<file path="config.mk">
export PLATFORM = sky130hd
export DESIGN_NAME = decade_ring_counter
export DESIGN_NICKNAME = d
export VERILOG_FILES = /design/src/rtl/decade_pkg.sv /design/src/rtl/decade_sync.sv /design/src/rtl/decade_edge.sv /design/src/rtl/decade_ring.sv /design/src/rtl/decade_decode.sv /design/src/rtl/decade_ring_counter.sv
export SDC_FILE = /design/constraint.sdc
export NUM_CORES = 1
export LEC_CHECK = 0
export BUFFER_PORTS_ARGS = -buffer_cell sky130_fd_sc_hd__buf_2
export CORE_MARGIN = 2
export CORE_UTILIZATION = 52
export CTS_CLUSTER_SIZE = 10
export DETAILED_ROUTE_END_ITERATION = 7
export PLACE_DENSITY_LB_ADDON = 0.05
export SKIP_LAST_GASP = 1
export SYNTH_ARGS = -nofsm -noshare
export SYNTH_HDL_FRONTEND = slang
export SYNTH_HIERARCHICAL = 1
export SYNTH_SLANG_ARGS = --single-unit
</file>
<file path="constraint.sdc">
create_clock -name clk_i -period 3.6 [get_ports clk_i]
set_clock_uncertainty 0.15 [all_clocks]
set_input_delay 0.18 -clock clk_i [delete_from_list [all_inputs] [get_ports clk_i]]
set_output_delay 0.18 -clock clk_i [all_outputs]
set_load 0.01 [all_outputs]
</file>
<file path="src/rtl/decade_pkg.sv">
package decade_pkg;

   // Number of bit positions in a ring word where neighbours differ
   function automatic int unsigned ring_breaks(input logic [31:0] word, input int unsigned width);
      int unsigned n;
      n = 0;
      for (int unsigned i = 0; i + 1 < width; i++) begin
         if (word[i] != word[i+1]) n++;
      end
      return n;
   endfunction

   typedef enum logic [1:0] {
      STEP_NONE  = 2'd0,
      STEP_CLEAR = 2'd1,
      STEP_ADV   = 2'd2,
      STEP_FIX   = 2'd3
   } ring_op_e;

endpackage

</file>
<file path="src/rtl/decade_sync.sv">
module decade_sync #(
   parameter int unsigned WIDTH  = 2,
   parameter int unsigned DEPTH  = 2
) (
   input  logic             clk_i,
   input  logic             rst_ni,
   input  logic [WIDTH-1:0] async_i,
   output logic [WIDTH-1:0] sync_o
);

   if (WIDTH < 1) begin : g_bad_width
      $error("decade_sync: WIDTH must be at least 1");
   end

   if (DEPTH == 0) begin : g_bypass
      assign sync_o = async_i;
   end else begin : g_chain
      logic [WIDTH-1:0] stage_q [DEPTH];

      always_ff @(posedge clk_i or negedge rst_ni) begin
         if (!rst_ni) begin
            for (int i = 0; i < int'(DEPTH); i++) stage_q[i] <= '0;
         end else begin
            stage_q[0] <= async_i;
            for (int i = 1; i < int'(DEPTH); i++) stage_q[i] <= stage_q[i-1];
         end
      end

      assign sync_o = stage_q[DEPTH-1];
   end

endmodule

</file>
<file path="src/rtl/decade_edge.sv">
module decade_edge (
   input  logic clk_i,
   input  logic rst_ni,
   input  logic cnt_lvl_i,
   input  logic hold_lvl_i,
   output logic cnt_rise_o,
   output logic hold_fall_o,
   output logic step_o
);

   logic cnt_prev_q;
   logic hold_prev_q;

   always_ff @(posedge clk_i or negedge rst_ni) begin
      if (!rst_ni) begin
         cnt_prev_q  <= 1'b0;
         hold_prev_q <= 1'b0;
      end else begin
         cnt_prev_q  <= cnt_lvl_i;
         hold_prev_q <= hold_lvl_i;
      end
   end

   logic path_cnt;
   logic path_hold;

   always_comb begin
      cnt_rise_o  = cnt_lvl_i & ~cnt_prev_q;
      hold_fall_o = ~hold_lvl_i & hold_prev_q;
      path_cnt    = cnt_rise_o & ~hold_lvl_i;
      path_hold   = hold_fall_o & cnt_lvl_i;
      // Both paths at once still make a single step
      step_o      = path_cnt | path_hold;
   end

endmodule

</file>
<file path="src/rtl/decade_ring.sv">
module decade_ring
   import decade_pkg::*;
#(
   parameter int unsigned STAGES = 5
) (
   input  logic              clk_i,
   input  logic              rst_ni,
   input  logic              clear_i,
   input  logic              step_i,
   output logic [STAGES-1:0] state_q,
   output logic              legal_o
);

   if (STAGES < 2 || STAGES > 32) begin : g_bad_stages
      $error("decade_ring: STAGES must lie in 2..32");
   end

   ring_op_e          op;
   logic [STAGES-1:0] state_d;

   always_comb begin
      legal_o = ring_breaks(32'(state_q), STAGES) <= 1;
      if (clear_i)            op = STEP_CLEAR;
      else if (!step_i)       op = STEP_NONE;
      else if (legal_o)       op = STEP_ADV;
      else                    op = STEP_FIX;

      unique case (op)
         STEP_ADV:   state_d = {state_q[STAGES-2:0], ~state_q[STAGES-1]};
         STEP_CLEAR,
         STEP_FIX:   state_d = '0;
         default:    state_d = state_q;
      endcase
   end

   always_ff @(posedge clk_i or negedge rst_ni) begin
      if (!rst_ni) state_q <= '0;
      else         state_q <= state_d;
   end

endmodule

</file>
<file path="src/rtl/decade_decode.sv">
module decade_decode #(
   parameter int unsigned STAGES  = 5,
   localparam int unsigned NUM_OUT = 2 * STAGES
) (
   input  logic [STAGES-1:0]  ring_i,
   output logic [NUM_OUT-1:0] dec_o,
   output logic               carry_o
);

   for (genvar k = 0; k < NUM_OUT; k++) begin : g_out
      if (k == 0) begin : g_first
         assign dec_o[k] = ~ring_i[STAGES-1] & ~ring_i[0];
      end else if (k < STAGES) begin : g_fill
         assign dec_o[k] = ring_i[k-1] & ~ring_i[k];
      end else if (k == STAGES) begin : g_full
         assign dec_o[k] = ring_i[STAGES-1] & ring_i[0];
      end else begin : g_drain
         assign dec_o[k] = ~ring_i[k-STAGES-1] & ring_i[k-STAGES];
      end
   end

   // First half of the cycle: top ring bit still clear
   assign carry_o = ~ring_i[STAGES-1];

endmodule

</file>
<file path="src/rtl/decade_ring_counter.sv">
module decade_ring_counter #(
   parameter int unsigned STAGES      = 5,
   parameter int unsigned SYNC_DEPTH  = 2,
   localparam int unsigned NUM_OUT    = 2 * STAGES
) (
   input  logic               clk_i,
   input  logic               rst_ni,
   input  logic               count_i,
   input  logic               hold_i,
   input  logic               clear_i,
   output logic [NUM_OUT-1:0] dec_o,
   output logic               carry_o
);

   if (SYNC_DEPTH > 4) begin : g_bad_sync
      $error("decade_ring_counter: SYNC_DEPTH above 4 is not supported");
   end

   logic [1:0]        lvl;
   logic              cnt_rise;
   logic              hold_fall;
   logic              step;
   logic [STAGES-1:0] ring;
   logic              legal;

   decade_sync #(.WIDTH(2), .DEPTH(SYNC_DEPTH)) u_sync (
      .clk_i   (clk_i),
      .rst_ni  (rst_ni),
      .async_i ({hold_i, count_i}),
      .sync_o  (lvl)
   );

   decade_edge u_edge (
      .clk_i       (clk_i),
      .rst_ni      (rst_ni),
      .cnt_lvl_i   (lvl[0]),
      .hold_lvl_i  (lvl[1]),
      .cnt_rise_o  (cnt_rise),
      .hold_fall_o (hold_fall),
      .step_o      (step)
   );

   decade_ring #(.STAGES(STAGES)) u_ring (
      .clk_i   (clk_i),
      .rst_ni  (rst_ni),
      .clear_i (clear_i),
      .step_i  (step),
      .state_q (ring),
      .legal_o (legal)
   );

   decade_decode #(.STAGES(STAGES)) u_dec (
      .ring_i  (ring),
      .dec_o   (dec_o),
      .carry_o (carry_o)
   );

endmodule

</file>
==> impl_metrics.json <==
{
  "clock_sinks": 11,
  "rsz0062_at_grt": "false",
  "arrival_ns": 2.97,
  "drtIter0Drc": 9,
  "cts.htree.levels": 1,
  "syn_avg_cell_area_sq_um": 10.91,
  "cts_max_path_buffers": 2,
  "crit_family": "simple AND/OR/NAND/NOR gates",
  "drive_gt1_frac": 0.3976,
  "rows": 13,
  "die-area_sq_um": 1721,
  "relSlewSlack": 0.6573,
  "grt_pass1_wl_mm": 2.249,
  "yosysWarnings": 6,
  "pwr-share-seq": 0.556,
  "p_sw_uw": 54.59,
  "startpoint_type": "flip-flop",
  "worst_pin_slew_ns": 0.5119,
  "ioPinCount": 16,
  "first_global_vias": 472,
  "path_max_fanout": 13,
  "final-max-slew-violation-count": 0,
  "overflow": 0,
  "path_cells": "xor2_1 > ha_1 > or2b_1 > a32oi_2 > inv_1 > ha_1 > nand2b_1 > nor4b_2 > a211oi_2 > o31ai_1",
  "grt_max_degree": 16,
  "slowest_delay_ns": 0.53,
  "crit_path_top_delay_cell": "dfrtp_1",
  "start_util": 0.5615,
  "io_buffers": 15,
  "drc": 0,
  "stdcell_count": 98,
  "clkTransAtPathRegs_ns": 0.06,
  "antenna_found_initial": 0,
  "cts_made_buffers": 3,
  "drtAntennaViolNets": 0,
  "maxCapViolCount": 0,
  "first_pass_iters": 3,
  "timing.final.hold_violations": 0,
  "switching_share": 0.2299,
  "required_ns": 3.61,
  "criticalPathCategory": "reg2reg",
  "clkPwrFrac": 0.336,
  "post-route-util": 0.6452,
  "synth_nets": 74,
  "top_layer": "met3",
  "netlist_instances": 67,
  "n_antenna_cell": 0,
  "area_delta_synth_final_pct": 14.90,
  "ctsRootBufferMaster": "clkbuf_4",
  "p_leak_nw": 0.3888,
  "powerDensity_nw_per_um2": 282.9,
  "avgViaCountPerCell": 5.316,
  "met3_wirelength_um": 81,
  "cp-end-kind": "flip-flop",
  "gp_congestion": 0.7618,
  "wl_per_cell_um": 12.99,
  "core_area_sq_um": 1301,
  "max_freq_ghz": 0.3385,
  "wl_met1_um": 571,
  "final.setup.tns_ns": 0,
  "p_int_uw": 182.9,
  "layout.nets": 91,
  "place_inst": 91,
  "cts_tree": "built",
  "pwr-share-comb": 0.108,
  "vias": 521,
  "dieHeight_um": 41.49,
  "dr_wl_met2_um": 619,
  "cpMostUsedCell": "ha_1",
  "dp_hpwl_um": 914.3,
  "drt_wl_total_mm": 1.273,
  "synth_area_sq_um": 730.7,
  "insertion_delay_ns": 0.26,
  "grt_usage": 0.1671,
  "post-route-period-util": 0.8207,
  "status": "finished, final reports clean",
  "irDropWorstVdd_mv": 0.3207,
  "min_period_ns": 2.955,
  "die-width_um": 41.49,
  "fill_cells": 112,
  "cp_num_buf_inv": 1,
  "setup_viol": 0,
  "hold_class": "in2reg"
}
==> per-stage QoR <==
stage	hold WS [ns]	setup WS [ns]	power [mW]	area (sq um)
floorplan	-0.2656	0.8951	0.1501	730.7
global placement	-0.09759	0.7599	0.1565	783.3
detailed placement	-0.09150	0.6439	0.1581	783.3
CTS	0.05978	0.6184	0.2417	839.6
global route	0.07103	0.4001	0.2521	839.6
finish	0.06602	0.6454	0.2375	839.6
==> cell usage in the layout (no fill, tap or decap), drive strengths merged <==
master and count:
a2111oi 1, a31o 1, inv 3, nor4b 1, o32ai 1, or3b 6, nand3b 2, o21ba 1
clkbuf 4, xnor2 3, a311oi 1, or2b 1, ha 2, buf 15, and2 2, nand2b 1
xor2 3, nor2b 7, and2b 2, dfrtp 11, dlygate4sd3 3, a32oi 1, nor3b 1, a211oi 1
o31ai 4, nor2 1, nand2 4
==> timing repair <==
action | CTS | global route
resized for setup | 0 | 0
endpoints found under the setup margin | 0 | 0
endpoints found under the hold margin | 13 | 0
buffers inserted | 0 | 0
hold buffers | 3 | 0
==> power groups by stage <==
stage	Sequential (mW)	Clock (mW)	Combinational (mW)
after global routing	0.133	0.0910	0.0282
final	0.132	0.0799	0.0256
after global placement	0.134	0	0.0224
after CTS	0.132	0.0835	0.0260
after detailed placement	0.135	0	0.0235
after floorplan	0.133	0	0.0173
==> state kept, by name (all words and copies together), names as in the netlist <==
| name | cells |
|---|---|
| u_ring/state_q | 5 |
| u_sync/g_chain.stage_q | 2 |
| u_sync/sync_o | 2 |
| u_edge/cnt_prev_q | 1 |
| u_edge/hold_prev_q | 1 |
==> cell type report <==
type                    instances  area, sq um  area share
clock buffers                   4        26.28     0.03130
inverters                       3        11.26     0.01341
repair buffers                 18        105.1      0.1252
well taps                      15        18.77     0.02235
multi-input cells              47        402.9      0.4799
flip-flops and latches         11        275.3      0.3279
==> final timing paths <==
path / startpoint / to / slack, ns / cells after the start
max: u_ring/state_q[2]$_DFFE_PN0P_ / u_ring/state_q[1]$_DFFE_PN0P_ / 0.65 / 10
min: clear_i / u_ring/state_q[2]$_DFFE_PN0P_ / 0.07 / 2
max reg2reg: u_ring/state_q[2]$_DFFE_PN0P_ / u_ring/state_q[1]$_DFFE_PN0P_ / 0.65 / 10
min reg2reg: u_sync/g_chain.stage_q[3]$_DFF_PN0_ / u_sync/sync_o[1]$_DFF_PN0_ / 0.19 / 0
max in group asynchronous: rst_ni / u_sync/g_chain.stage_q[3]$_DFF_PN0_ / 2.94 / 2
min in group asynchronous: rst_ni / u_ring/state_q[3]$_DFFE_PN0P_ / 0.16 / 2
==> layer usage <==
metal / global-route usage / up-vias
met2: 0.2563 / 19
met3: 0.06522 / 0
met4: 0.01935 / 0
met5: 0 / -
met1: 0.2306 / 237
li1: - / 265
Power figures use the tool's default switching activity.
